==> src/rtl/isc_pkg.sv <==
package isc_pkg;
  localparam int ST_W = 8;

  typedef enum logic {SEL_ACK = 1'b0, SEL_MASK = 1'b1} reg_sel_e;

  // Bits an acknowledge write is allowed to clear.
  function automatic logic [ST_W-1:0] ack_clear_bits(
    input logic [ST_W-1:0] wdata,
    input logic [ST_W-1:0] clearable
  );
    return wdata & clearable;
  endfunction

  // Interrupt condition: any enabled bit pending.
  function automatic logic any_pending(
    input logic [ST_W-1:0] st,
    input logic [ST_W-1:0] mk
  );
    return |(st & mk);
  endfunction
endpackage

==> src/rtl/isc_wr_decode.sv <==
module isc_wr_decode
  import isc_pkg::*;
#(
  parameter logic [ST_W-1:0] ACK_CLEARABLE = 8'hD6,
  parameter int DONE_BIT = 1
) (
  input  logic            wr_en,
  input  logic            wr_sel,
  input  logic [ST_W-1:0] wr_data,
  output logic            ack_stb,
  output logic            mask_stb,
  output logic [ST_W-1:0] clr_bits,
  output logic            done_pop
);
  reg_sel_e sel;
  assign sel      = reg_sel_e'(wr_sel);
  assign ack_stb  = wr_en && (sel == SEL_ACK);
  assign mask_stb = wr_en && (sel == SEL_MASK);
  assign clr_bits = ack_stb ? ack_clear_bits(wr_data, ACK_CLEARABLE) : '0;
  assign done_pop = ack_stb && wr_data[DONE_BIT];
endmodule

==> src/rtl/isc_status_reg.sv <==
module isc_status_reg
  import isc_pkg::*;
#(
  parameter logic [ST_W-1:0] ACK_CLEARABLE = 8'hD6,
  parameter logic [ST_W-1:0] RESET_VALUE   = 8'h04,
  parameter int RX_BIT   = 0,
  parameter int DONE_BIT = 1,
  parameter int TXE_BIT  = 2
) (
  input  logic            clk,
  input  logic            rst_n,
  input  logic [ST_W-1:0] ev_set,
  input  logic [ST_W-1:0] clr_bits,
  input  logic            ack_stb,
  input  logic            done_pop,
  input  logic            txq_empty,
  input  logic            done_nonempty,
  input  logic            rx_pop,
  input  logic            rx_more,
  output logic [ST_W-1:0] status_q
);
  localparam logic [ST_W-1:0] LOCKED = ~ACK_CLEARABLE;

  logic [ST_W-1:0] status_d;

  for (genvar b = 0; b < ST_W; b++) begin : g_bit
    logic nxt;
    always_comb begin
      nxt = status_q[b] & ~clr_bits[b];
      if (b == RX_BIT && rx_pop) nxt = rx_more;
      if (ev_set[b]) nxt = 1'b1;
      if (b == TXE_BIT && txq_empty) nxt = 1'b1;
      if (b == DONE_BIT && done_nonempty && !done_pop) nxt = 1'b1;
    end
    assign status_d[b] = nxt;
  end

  always_ff @(posedge clk) begin
    if (!rst_n) status_q <= RESET_VALUE;
    else        status_q <= status_d;
  end

  p_event_sets_r2: assert property (@(posedge clk) disable iff (!rst_n)
    1'b1 |=> ((status_q & $past(ev_set)) == $past(ev_set)));

  p_ack_locked_r3: assert property (@(posedge clk) disable iff (!rst_n)
    (ack_stb && !rx_pop) |=>
      (((status_q & LOCKED) & $past(status_q & LOCKED)) == $past(status_q & LOCKED)));

  p_txe_forced_r5: assert property (@(posedge clk) disable iff (!rst_n)
    txq_empty |=> status_q[TXE_BIT]);

  p_done_forced_r6: assert property (@(posedge clk) disable iff (!rst_n)
    (done_nonempty && !done_pop) |=> status_q[DONE_BIT]);

  p_rx_pop_load_r7: assert property (@(posedge clk) disable iff (!rst_n)
    (rx_pop && !ev_set[RX_BIT]) |=> (status_q[RX_BIT] == $past(rx_more)));
endmodule

==> src/rtl/isc_mask_reg.sv <==
module isc_mask_reg
  import isc_pkg::*;
(
  input  logic            clk,
  input  logic            rst_n,
  input  logic            mask_stb,
  input  logic [ST_W-1:0] wr_data,
  output logic [ST_W-1:0] mask_q
);
  always_ff @(posedge clk) begin
    if (!rst_n)        mask_q <= '0;
    else if (mask_stb) mask_q <= wr_data;
  end

  p_mask_load_r9: assert property (@(posedge clk) disable iff (!rst_n)
    mask_stb |=> (mask_q == $past(wr_data)));
endmodule

==> src/rtl/isc_irq_gen.sv <==
module isc_irq_gen
  import isc_pkg::*;
(
  input  logic            clk,
  input  logic            rst_n,
  input  logic [ST_W-1:0] status_q,
  input  logic [ST_W-1:0] mask_q,
  output logic            irq
);
  always_ff @(posedge clk) begin
    if (!rst_n) irq <= 1'b0;
    else        irq <= any_pending(status_q, mask_q);
  end
endmodule

==> src/rtl/irq_status_ctrl.sv <==
module irq_status_ctrl
  import isc_pkg::*;
#(
  parameter logic [7:0] ACK_CLEARABLE = 8'hD6,
  parameter logic [7:0] RESET_VALUE   = 8'h04,
  parameter int RX_BIT   = 0,
  parameter int DONE_BIT = 1,
  parameter int TXE_BIT  = 2
) (
  input  logic       clk,
  input  logic       rst_n,
  input  logic [7:0] ev_set,
  input  logic       txq_empty,
  input  logic       done_nonempty,
  input  logic       rx_pop,
  input  logic       rx_more,
  input  logic       wr_en,
  input  logic       wr_sel,
  input  logic [7:0] wr_data,
  input  logic       rd_sel,
  output logic [7:0] rd_data,
  output logic       done_pop,
  output logic       irq
);
  logic            ack_stb;
  logic            mask_stb;
  logic [ST_W-1:0] clr_bits;
  logic [ST_W-1:0] status_q;
  logic [ST_W-1:0] mask_q;

  isc_wr_decode #(.ACK_CLEARABLE(ACK_CLEARABLE), .DONE_BIT(DONE_BIT)) u_dec (
    .wr_en(wr_en), .wr_sel(wr_sel), .wr_data(wr_data),
    .ack_stb(ack_stb), .mask_stb(mask_stb), .clr_bits(clr_bits),
    .done_pop(done_pop)
  );

  isc_status_reg #(
    .ACK_CLEARABLE(ACK_CLEARABLE), .RESET_VALUE(RESET_VALUE),
    .RX_BIT(RX_BIT), .DONE_BIT(DONE_BIT), .TXE_BIT(TXE_BIT)
  ) u_st (
    .clk(clk), .rst_n(rst_n), .ev_set(ev_set), .clr_bits(clr_bits),
    .ack_stb(ack_stb), .done_pop(done_pop), .txq_empty(txq_empty),
    .done_nonempty(done_nonempty), .rx_pop(rx_pop), .rx_more(rx_more),
    .status_q(status_q)
  );

  isc_mask_reg u_mk (
    .clk(clk), .rst_n(rst_n), .mask_stb(mask_stb), .wr_data(wr_data),
    .mask_q(mask_q)
  );

  isc_irq_gen u_irq (
    .clk(clk), .rst_n(rst_n), .status_q(status_q), .mask_q(mask_q), .irq(irq)
  );

  assign rd_data = rd_sel ? mask_q : status_q;

  p_irq_rise_r10: assert property (@(posedge clk) disable iff (!rst_n)
    (|(status_q & mask_q)) |=> irq);

  p_irq_fall_r10: assert property (@(posedge clk) disable iff (!rst_n)
    !(|(status_q & mask_q)) |=> !irq);

  p_pop_needs_ack_r4: assert property (@(posedge clk) disable iff (!rst_n)
    done_pop |-> (wr_en && !wr_sel));
endmodule

==> config.mk <==
export PLATFORM = sky130hd
export DESIGN_NAME = irq_status_ctrl
export DESIGN_NICKNAME = d
export VERILOG_FILES = /design/src/rtl/isc_pkg.sv /design/src/rtl/isc_wr_decode.sv /design/src/rtl/isc_status_reg.sv /design/src/rtl/isc_mask_reg.sv /design/src/rtl/isc_irq_gen.sv /design/src/rtl/irq_status_ctrl.sv
export SDC_FILE = /design/constraint.sdc
export NUM_CORES = 1
export LEC_CHECK = 0
export BUFFER_PORTS_ARGS = -buffer_cell sky130_fd_sc_hd__buf_2
export CAP_MARGIN = 40
export CELL_PAD_IN_SITES_DETAIL_PLACEMENT = 1
export CELL_PAD_IN_SITES_GLOBAL_PLACEMENT = 1
export CORE_ASPECT_RATIO = 1.25
export CORE_MARGIN = 5
export CORE_UTILIZATION = 28
export DETAILED_ROUTE_END_ITERATION = 10
export GPL_TIMING_DRIVEN = 0
export PLACE_DENSITY_LB_ADDON = 0.1
export SLEW_MARGIN = 20
export SYNTH_ARGS = -nofsm -noshare
export SYNTH_HDL_FRONTEND = slang
export SYNTH_SLANG_ARGS = --single-unit
==> constraint.sdc <==
create_clock -name clk -period 1 [get_ports clk]
set_clock_uncertainty 0.05 [all_clocks]
set_input_delay 0.2 -clock clk [delete_from_list [all_inputs] [get_ports clk]]
set_output_delay 0.2 -clock clk [all_outputs]
set_load 0.01 [all_outputs]
==> impl_results.md, run 1 <==
- Drt total wl: 2420 µm
- Final setup violation count: 8
- First-pass GRT wire length: 3880 µm
- Worst slew margin: 68.2%
- Area of the core: 2630 µm²
- Reg area: 360 µm²
- # clock sinks: 17
- GR Util met3: 2.68%
- CP startpoint kind: flop
- Die Y: 67.7 µm
- DRC Markers: 0
- # rows: 21
- Failing checks: setup timing
- Maximum clock path buffer count: 2
- Final setup margin: -266 ps
- Final ANT Viol Nets: 0
- Kind of end point of the critical path: primary output
- Min cycle time layout: 1270 ps
- Worst Hold Class: in2reg
- Clock transition at the registers of the reported paths: 100 ps
- Power Density: 1200 nW/µm²
- Number of global-route vias before repair: 853
- Yosys cell types: 20
- Clk_lat worst skew: 280 ps
- CTS root buf: clkbuf_4
- Met2 GRT Util: 24.9%
- RSZ-0062 raised after global routing: true
- Buffer and inverter count on the worst path: 1
- Final Util: a little under half
- CP Depth: 2
- Routed WL per cell: between 10 and 15 µm
- Die Span X: 56.1 µm
- I/O Buffers: 31
- Num ports: 35
- H-tree level count: 1
- Slowest cell on the critical path: dfxtp_2
- Peak supply drop: 0.643 mV
- Setup TNS: -2020 ps
- Multi-input logic area: 414 µm²
- Nets: 157
- Req. time, crit path: 750 ps
- Crit Path Class: reg2out
- Hold Path Stages: 2
- Layout cells sized above 1: 61.8%
- GP Congestion: 0.756
- Initial DRT Pass Iterations: 4
- Ys Warns: 0
- Leakage: 0.000554 µW
- Layout Area Growth over Synthesis: 63.0%
- Met1 Usage GRT: 14.6%
- Worst slack at placement: -169 ps
- Overall Power: 1460 µW
- Initial antenna violation count: 0
- Worst Max-Slew Pin Slew: 477 ps
- Detailed Route Iter0 Violations: 13
- Final Hold Viols: 0
- Total CTS buffers: 3
- Dpl hpwl: 1580 µm
- Initial Util: 28.3%
- Vias: 776
- Top Family by Delay on Critical Path: flip-flops
- Outcome: finished with violations
- DR vias/cell: 4.70
- Max stage delay on crit path: 340 ps
- Fmax: slightly below 0.8 GHz
- Fillers: 318
- Final-report max-slew violation count: 0
- TritonCTS clock tree: built
- Number of synthesized register bits: 17
- Netlist Area Pre-Place: 744 µm²
- Hold-fix buffers, CTS: 0
- Worst reg2reg path depth: 2
- Final Cycle Share: 127%
- GRT Overall Usage: between 10% and 20%
- Total die area: 3800 µm²
- Seq/Total Area, Yosys: 45.7%
- Max FO, Critical Path: 2
- Pin count of the biggest net entering global routing: 11
- Grt ovf: 0
- WP data arrival: between 1000 and 1500 ps
- Post-synthesis net count: 105
- # Max-Cap Violations: 0
- Mapped Cells: 80
- Crit path cell chain: mux2_4 > buf_6
- N_diodes: 0
- Most used routing layer: met2
- Synth Area per Inst: 9.31 µm²
where the power goes:
part | leakage [µW] | internal (µW) | switching [µW] | total [µW]
Combinational | 0.000394 | 208 | 146 | 354
Clock | 0.0000150 | 155 | 208 | 363
Sequential | 0.000145 | 723 | 21.0 | 744
Total | 0.000554 | 1090 | 376 | 1460
flip-flops by register name, indices dropped and copies added (netlist names):
name           count
u_mk.mask_q        8
u_st.status_q      8
u_irq.irq          1
logic make-up (layout without fill, tap and decap cells):
kind of cell,Yosys count,in the layout,share of synthesized area [%]
AND/OR/NAND/NOR,27,27,17.1
AO/OA/AOI/OAI,23,23,20.8
flip-flops,17,17,45.7
multiplexers,8,8,12.1
buffers and inverters,5,56,4.20
synthesized netlist by cell type (all sizes together):
cell type | n | share of area, %
dfxtp | 17 | 46
nand2 | 10 | 5.0
a21oi | 9 | 6.0
mux2 | 8 | 12
nand3 | 8 | 5.4
nor2 | 6 | 3.0
a22oi | 4 | 4.0
o21a | 4 | 4.0
a21boi | 3 | 3.0
buf | 3 | 3.2
nor2b | 2 | 2.7
a2111o | 1 | 1.5
a211oi | 1 | 1.0
a41oi | 1 | 1.2
and2 | 1 | 1.0
clkbuf | 1 | 0.50
inv | 1 | 0.50
stage by stage:
step / hold WS [ps] / cell area, µm² / cells
after floorplan: 242 / 752 / 80
after global placement: 332 / 950 / 145
after detailed placement: 341 / 950 / 145
after CTS: 38.4 / 1210 / 165
after global routing: 42.7 / 1210 / 165
final: 45.7 / 1210 / 165
layout by cell type (no fill, tap or decap), types with 3 or more instances in the layout:
cell      synthesis  routed
a21oi_1           9       9
clkbuf_4          0       3
nand3_1           8       8
o21a_1            4       4
mux2_4            0       8
buf_4             1      16
a21boi_0          3       3
buf_2             1      23
buf_6             1      10
nor2_1            6       6
nand2_1          10      10
dfxtp_2           0      16
what timing repair did:
item | CTS | global route
pin swaps | 0 | 4
gates resized for setup | 35 | 1
buffers inserted | 16 | 1
endpoints found under the setup margin | 9 | 11
final cells by class:
cell class | count | area share [%]
Tap cell | 34 | 3.51
Sequential cell | 17 | 29.7
Timing Repair Buffer | 47 | 27.3
Multi-Input combinational cell | 58 | 34.1
Inverter | 1 | 0.309
Buffer | 4 | 2.89
Clock buffer | 4 | 2.16
routing by layer:
metal | part of all wire (%) | routed length, µm
met3 | 4.7 | 113
met2 | 52 | 1260
met5 | 0 | 0
met1 | 43 | 1030
met4 | 0.66 | 16
final timing paths:
check / start / end / slack, ps
worst max-delay path: u_st.status_q[5] / rd_data[5] / -270
worst min register to register: u_st.status_q[2] / u_st.status_q[2] / 520
worst max register to register: u_st.status_q[2] / u_st.status_q[2] / 50
worst min-delay path: ev_set[2] / u_st.status_q[2] / 50
worst reg2reg max path, stage by stage (launching register included):
cell	delay, ps
dfxtp_2	330
buf_4	130
a2111o_1	340
(Power assumes the default switching activity.)
==> run 2: changes to the inputs <==
--- a/config.mk
+++ b/config.mk
@@ -5,6 +5,7 @@
 export SDC_FILE = /design/constraint.sdc
 export NUM_CORES = 1
 export LEC_CHECK = 0
+export ABC_AREA = 1
 export BUFFER_PORTS_ARGS = -buffer_cell sky130_fd_sc_hd__buf_2
 export CAP_MARGIN = 40
 export CELL_PAD_IN_SITES_DETAIL_PLACEMENT = 1
==> run 2 against run 1 <==
The run still ends with setup timing left. Combinational power up 16%. Worst setup slack worse by 12 ps. Register-to-register slack worse by 50 ps. Final cell count up 16%. Fmax down 0.95%. Critical path depth unchanged. Synthesized cell count up 25%. Design area up 3.4%. Non-clock buffer count up 3. Core utilization up 1.1 points. Sequential power up 2%. Via count up 8.4%.
==> impl_results.md, run 2 <==
- Max FO, Critical Path: 2 (unchanged)
- TritonCTS clock tree: built (unchanged)
- Top Registers: u_mk.mask_q x8, u_st.status_q x8, u_irq.irq x1 (unchanged)
- I/O Buffers: 33 (was 31)
- DR WL met3: 104 µm (was 113 µm)
- Drt total wl: 2530 µm (was 2420 µm)
- H-tree level count: 1 (unchanged)
- Total CTS buffers: 3 (unchanged)
- Count leader, synth: nand2_1 (was dfxtp_1)
- Fraction of registers with async set/reset: 0% (unchanged)
- DP Area: 972 µm² (was 950 µm²)
- Largest area contributor in the netlist: dfxtp_1 (unchanged)
- RSZ-0062 raised after global routing: true (unchanged)
- Worst Max-Slew Pin Slew: 180 ps (was 477 ps)
- WL met1: 995 µm (was 1030 µm)
- Placed Cells: 167 (was 145)
- DR vias/cell: 4.40 (was 4.70)
- Power Density: 1230 nW/µm² (was 1200 nW/µm²)
- Routed WL per cell: 13.2 µm (was 14.7 µm)
- Maximum clock path buffer count: 2 (unchanged)
- Initial Util: 28.8% (was 28.3%)
- # Max-Cap Violations: 0 (unchanged)
- Die Y: 68.4 µm (was 67.7 µm)
- Netlist Area Pre-Place: 764 µm² (was 744 µm²)
- Synth Area per Inst: 7.64 µm² (was 9.31 µm²)
- Post-synthesis net count: 125 (was 105)
- Clock transition at the registers of the reported paths: 110 ps (was 100 ps)
- Initial DRT Pass Iterations: 2 (was 4)
- Final setup violation count: 8 (unchanged)
- Clk_lat worst skew: 290 ps (was 280 ps)
- Overall Power: 1550 µW (was 1460 µW)
- Hold-fix buffers, CTS: 0 (unchanged)
- Ys Warns: 0 (unchanged)
- Area of the core: 2650 µm² (was 2630 µm²)
- Leading cell type in the layout, fill and taps excluded: buf_2 (unchanged)
- Final setup margin: -278 ps (was -266 ps)
- Layout Area Growth over Synthesis: 64.2% (was 63.0%)
- Number of global-route vias before repair: 931 (was 853)
- Final-report max-slew violation count: 0 (unchanged)
- Final ANT Viol Nets: 0 (unchanged)
- Fmax: 0.783 GHz (was 0.790 GHz)
- Primary FF master, synth: dfxtp_1 (unchanged)
- Worst Hold Class: in2reg (unchanged)
- Num ports: 35 (unchanged)
- WP data arrival: 1030 ps (was 1020 ps)
- GRT Overall Usage: 13.0% (was 13.2%)
- Commonest cells after routing, fill and taps aside: buf_2, nand2_1, nor2_1 (was buf_2, buf_4, dfxtp_2)
- DRC Markers: 0 (unchanged)
- Crit Path Class: reg2out (unchanged)
- Layout cells sized above 1: 56.7% (was 61.8%)
- Min cycle time layout: 1280 ps (was 1270 ps)
- Mapped Cells: 100 (was 80)
- Commonest cells in the netlist: nand2_1, nor2_1, dfxtp_1, mux2_2, o21ai_0 (was dfxtp_1, nand2_1, a21oi_1, mux2_2, nand3_1)
- Design area: 1250 µm² (was 1210 µm²)
- Worst slew margin: 87.9% (was 68.2%)
- N_diodes: 0 (unchanged)
- Dpl hpwl: 1590 µm (was 1580 µm)
- Non-Filler Instances: 191 (was 165)
- Pin count of the biggest net entering global routing: 11 (unchanged)
- Worst slack at placement: -55.1 ps (was -169 ps)
- Final Cycle Share: 128% (was 127%)
- Leakage: 0.000669 µW (was 0.000554 µW)
- Nets: 183 (was 157)
- # clock sinks: 17 (unchanged)
- Synth area leaders: dfxtp_1, mux2_2, nand2_1 (was dfxtp_1, mux2_2, a21oi_1)
- Met2 routed WL: 1410 µm (was 1260 µm)
- CP startpoint kind: flop (unchanged)
- Outcome: finished with violations (unchanged)
- Vias: 841 (was 776)
- Seq/Total Area, Yosys: 44.5% (was 45.7%)
- Yosys cell types: 15 (was 20)
- Highest metal used: met4 (unchanged)
- Final Hold Viols: 0 (unchanged)
- Failing checks: setup timing (unchanged)
- First-pass GRT wire length: 3870 µm (was 3880 µm)
- Grt ovf: 0 (unchanged)
- Detailed Route Iter0 Violations: 18 (was 13)
- CTS root buf: clkbuf_4 (unchanged)
- GP Congestion: 0.677 (was 0.756)
- Kind of end point of the critical path: primary output (unchanged)
- Worst hold slack: 54.9 ps (was 45.7 ps)
- Die Span X: 56.7 µm (was 56.1 µm)
- Number of synthesized register bits: 17 (unchanged)
- Total die area: 3880 µm² (was 3800 µm²)
- Initial antenna violation count: 0 (unchanged)
- Req. time, crit path: 750 ps (about the same)
- Peak supply drop: 0.599 mV (was 0.643 mV)
- # rows: 21 (unchanged)
- Number of enable flip-flop cells after synthesis: 0 (unchanged)
- Yosys top cell area share: 44.5% (was 45.7%)
run 2: cell type report:
cell class,instances,area [µm²]
Clock buffer,3,22.5
Multi-Input combinational cell,73,407
Fill cell,345,1400
Clock inverter,1,5.00
Timing Repair Buffer,53,368
Inverter,9,38.8
Tap cell,34,42.5
Buffer,1,11.3
Sequential cell,17,360
run 2: path summary, 6_finish.rpt:
kind                     from          endpoint  slack, ps  cells past startpoint
min                 txq_empty  u_st.status_q[2]         50                      3
max          u_st.status_q[6]        rd_data[6]       -280                      2
max reg2reg  u_st.status_q[5]         u_irq.irq          0                      6
min reg2reg  u_st.status_q[2]  u_st.status_q[2]        500                      3
run 2: report_power, final:
group	internal (µW)	switching [µW]
Sequential	732	24.6
Combinational	237	173
Clock	149	231
run 2: kinds of logic after synthesis:
group                  Yosys count  share of synthesized area (%)
AOI/OAI and AO/OA               15                           9.82
DFF                             17                           44.5
buffers and inverters           10                           6.55
and+or+nand+nor                 50                           27.3
muxes                            8                           11.8
run 2: critical path: stages, from the launching register on:
cell,delay (ps)
dfxtp_2,340
mux2_4,270
buf_6,120
run 2: metrics by stage:
step / util (%) / TNS, ps
after floorplan: - / 0
after global placement: 36.6 / -389
after detailed placement: 36.6 / -386
after CTS: 45.0 / -2160
after global routing: 47.3 / -2530
final: 47.3 / -2100
run 2: layer usage:
metal	GRT usage, %	vias up
li1	-	429
met1	14.0	394
met2	24.9	16
met3	3.21	2
met4	4.35	0
met5	0	-
run 2: what timing repair did:
item | 4_1_cts | 5_1_grt
endpoints found under the hold margin | 0 | 0
cloned | 0 | 0
pin swaps | 2 | 2
gates resized for setup | 25 | 9
setup endpoints to repair | 9 | 10
buffers inserted | 16 | 4
==> run 3: changes to the inputs <==
--- a/config.mk
+++ b/config.mk
@@ -16,6 +16,7 @@
 export DETAILED_ROUTE_END_ITERATION = 10
 export GPL_TIMING_DRIVEN = 0
 export PLACE_DENSITY_LB_ADDON = 0.1
+export REMOVE_ABC_BUFFERS = 1
 export SLEW_MARGIN = 20
 export SYNTH_ARGS = -nofsm -noshare
 export SYNTH_HDL_FRONTEND = slang
==> run 3 against run 2 <==
Worst setup slack gained 11 ps. Count of clock-buffer cells in the layout grew 1. Global-route usage down 0.51 points. Hold slack better by 4.5 ps. Total power shrank 2.6%. First-iteration DRC count shrank 50%. Critical path depth is the same. Flip-flop and latch count stayed put. Register-to-register slack worse by 30 ps. The run still ends with setup timing left. Combinational power decreased by 7.8%. Routed wire length is 10% lower. Fmax rose by 0.85%.
==> impl_results.md, run 3 (synthesis results as in run 2) <==
- Leakage: 0.000632 µW (was 0.000669 µW)
- Net Sw Frac: 26.8% (was 27.7%)
- Leading cell type in the layout, fill and taps excluded: buf_2 (unchanged)
- Die Span X: 56.7 µm (unchanged)
- First-pass GRT wire length: 3690 µm (was 3870 µm)
- Power Density: 1250 nW/µm² (was 1230 nW/µm²)
- Worst slew margin: 79.8% (was 87.9%)
- Crit path cell chain: mux2_4 > buf_6 (unchanged)
- Hold_sp: txq_empty (unchanged)
- Fillers: 337 (was 345)
- Final ANT Viol Nets: 0 (unchanged)
- Grt ovf: 0 (unchanged)
- Final setup margin: -267 ps (was -278 ps)
- Clock transition at the registers of the reported paths: 110 ps (about the same)
- Area of the core: 2650 µm² (unchanged)
- Max FO, Critical Path: 3 (was 2)
- Initial antenna violation count: 0 (unchanged)
- Initial Util: 28.8% (unchanged)
- GRT Overall Usage: 12.5% (was 13.0%)
- Worst slack at placement: -172 ps (was -55.1 ps)
- Layout cells sized above 1: 54.3% (was 56.7%)
- Pin count of the biggest net entering global routing: 10 (was 11)
- WP data arrival: 1020 ps (was 1030 ps)
- Layout Area Growth over Synthesis: 57.0% (was 64.2%)
- Commonest cells after routing, fill and taps aside: buf_2, nand2_1, nor2_1 (unchanged)
- Reg-to-Reg Start: u_st.status_q[7] (was u_st.status_q[5])
- Buffer and inverter count on the worst path: 1 (unchanged)
- TritonCTS clock tree: built (unchanged)
- Routed WL per cell: 12.3 µm (was 13.2 µm)
- Worst reg2reg path depth: 6 (unchanged)
- DR WL met3: 105 µm (was 104 µm)
- WL met1: 951 µm (was 995 µm)
- Reg2reg end: u_irq.irq (unchanged)
- Switching pwr: 404 µW (was 428 µW)
- Fmax: 0.789 GHz (was 0.783 GHz)
- Final Hold Viols: 0 (unchanged)
- Total CTS buffers: 3 (unchanged)
- R2r setup slk: -30 ps (was 0 ps)
- Hold path endpoint: u_st.status_q[2] (unchanged)
- Placed Cells: 167 (unchanged)
- Top Registers: u_mk.mask_q x8, u_st.status_q x8, u_irq.irq x1 (unchanged)
- # rows: 21 (unchanged)
- DP Area: 966 µm² (was 972 µm²)
- CP Depth: 2 (unchanged)
- Vias: 822 (was 841)
- N_diodes: 0 (unchanged)
- Initial DRT Pass Iterations: 3 (was 2)
- Num ports: 35 (unchanged)
- Min cycle time layout: 1270 ps (was 1280 ps)
- Outcome: finished with violations (unchanged)
- Combinational cell fraction of total power: 25.1% (was 26.5%)
- Slowest cell on the critical path: dfxtp_2 (unchanged)
- Internal: 1100 µW (was 1120 µW)
- GP Congestion: 0.661 (was 0.677)
- Number of global-route vias before repair: 880 (was 931)
- # Max-Cap Violations: 0 (unchanged)
- Peak supply drop: 0.599 mV (about the same)
- Nets: 177 (was 183)
- Design area: 1200 µm² (was 1250 µm²)
- H-tree level count: 1 (unchanged)
- Seq pwr share: 50.3% (was 49.0%)
- Clk pwr share: 24.6% (was 24.5%)
- Dpl hpwl: 1560 µm (was 1590 µm)
- Hold Path Stages: 3 (unchanged)
- RSZ-0062 raised after global routing: true (unchanged)
- I/O Buffers: 34 (was 33)
- Worst Hold Class: in2reg (unchanged)
- Max stage delay on crit path: 340 ps (about the same)
- DRC Markers: 0 (unchanged)
- Top Family by Delay on Critical Path: flip-flops (unchanged)
- Maximum clock path buffer count: 2 (unchanged)
- Worst Max-Slew Pin Slew: 304 ps (was 180 ps)
- Total die area: 3880 µm² (unchanged)
- DR vias/cell: 4.44 (was 4.40)
- Final Cycle Share: 127% (was 128%)
- Crit Path Class: reg2out (unchanged)
- Met2 routed WL: 1200 µm (was 1410 µm)
- Final-report max-slew violation count: 0 (unchanged)
- Clk_lat worst skew: 280 ps (was 290 ps)
- Detailed Route Iter0 Violations: 9 (was 18)
- Drt total wl: 2270 µm (was 2530 µm)
- Final Util: 45.2% (was 47.3%)
- Final setup violation count: 9 (was 8)
- CP startpoint kind: flop (unchanged)
- Req. time, crit path: 750 ps (about the same)
- Die Y: 68.4 µm (unchanged)
- Highest metal used: met4 (unchanged)
- Failing checks: setup timing (unchanged)
- Kind of end point of the critical path: primary output (unchanged)
- Non-Filler Instances: 185 (was 191)
- CTS root buf: clkbuf_4 (unchanged)
- # clock sinks: 17 (unchanged)
run 3: cell type report:
cell class                      instances  area (µm²)  area share (%)
Timing Repair Buffer                   48         325            27.1
Tap cell                               34        42.5            3.55
Sequential cell                        17         360            30.0
Inverter                                9        38.8            3.23
Clock buffer                            4        26.3            2.19
Multi-Input combinational cell         73         407            33.9
run 3: power by group through the flow:
| stage | combinational (µW) | sequential, µW | clock (µW) |
|---|---|---|---|
| 2_1_floorplan | 140 | 765 | 0 |
| 4_1_cts | 370 | 756 | 393 |
| 6_report | 378 | 757 | 370 |
| 5_1_grt | 419 | 764 | 428 |
| 3_3_place_gp | 255 | 768 | 0 |
| 3_5_place_dp | 261 | 771 | 0 |
run 3: per-layer routing:
layer | vias up | GRT usage [%]
met5 | - | 0
met3 | 2 | 2.26
li1 | 418 | -
met4 | 0 | 5.22
met1 | 382 | 13.6
met2 | 20 | 23.8
run 3: how the worst max path moves through the flow:
stage                       endpoint             start
floorplan           u_st.status_q[1]  u_st.status_q[1]
global placement          rd_data[6]            rd_sel
detailed placement        rd_data[6]            rd_sel
CTS                       rd_data[0]  u_st.status_q[0]
global route              rd_data[0]  u_st.status_q[0]
finish                    rd_data[0]  u_st.status_q[0]
run 3: repair_timing:
action | 4_1_cts | 5_1_grt
resized for setup | 29 | 4
buffers inserted | 13 | 1
pin swaps | 2 | 0
setup endpoints to repair | 9 | 9
endpoints found under the hold margin | 0 | 0
hold buffers | 0 | 0
run 3: stage by stage:
step	total power [µW]	hold WS [ps]	setup TNS, ps
floorplan	905	253	0
global placement	1020	341	-1330
detailed placement	1030	350	-1320
CTS	1520	41.3	-2160
global route	1610	57.3	-2470
finish	1510	59.4	-2060
run 3: worst reg2reg max path: stages, from the launching register on:
cell and delay (ps):
dfxtp_2 330, buf_4 120, buf_4 120, nand2_1 60, nand2_1 50, nor2_1 120
a21oi_1 80
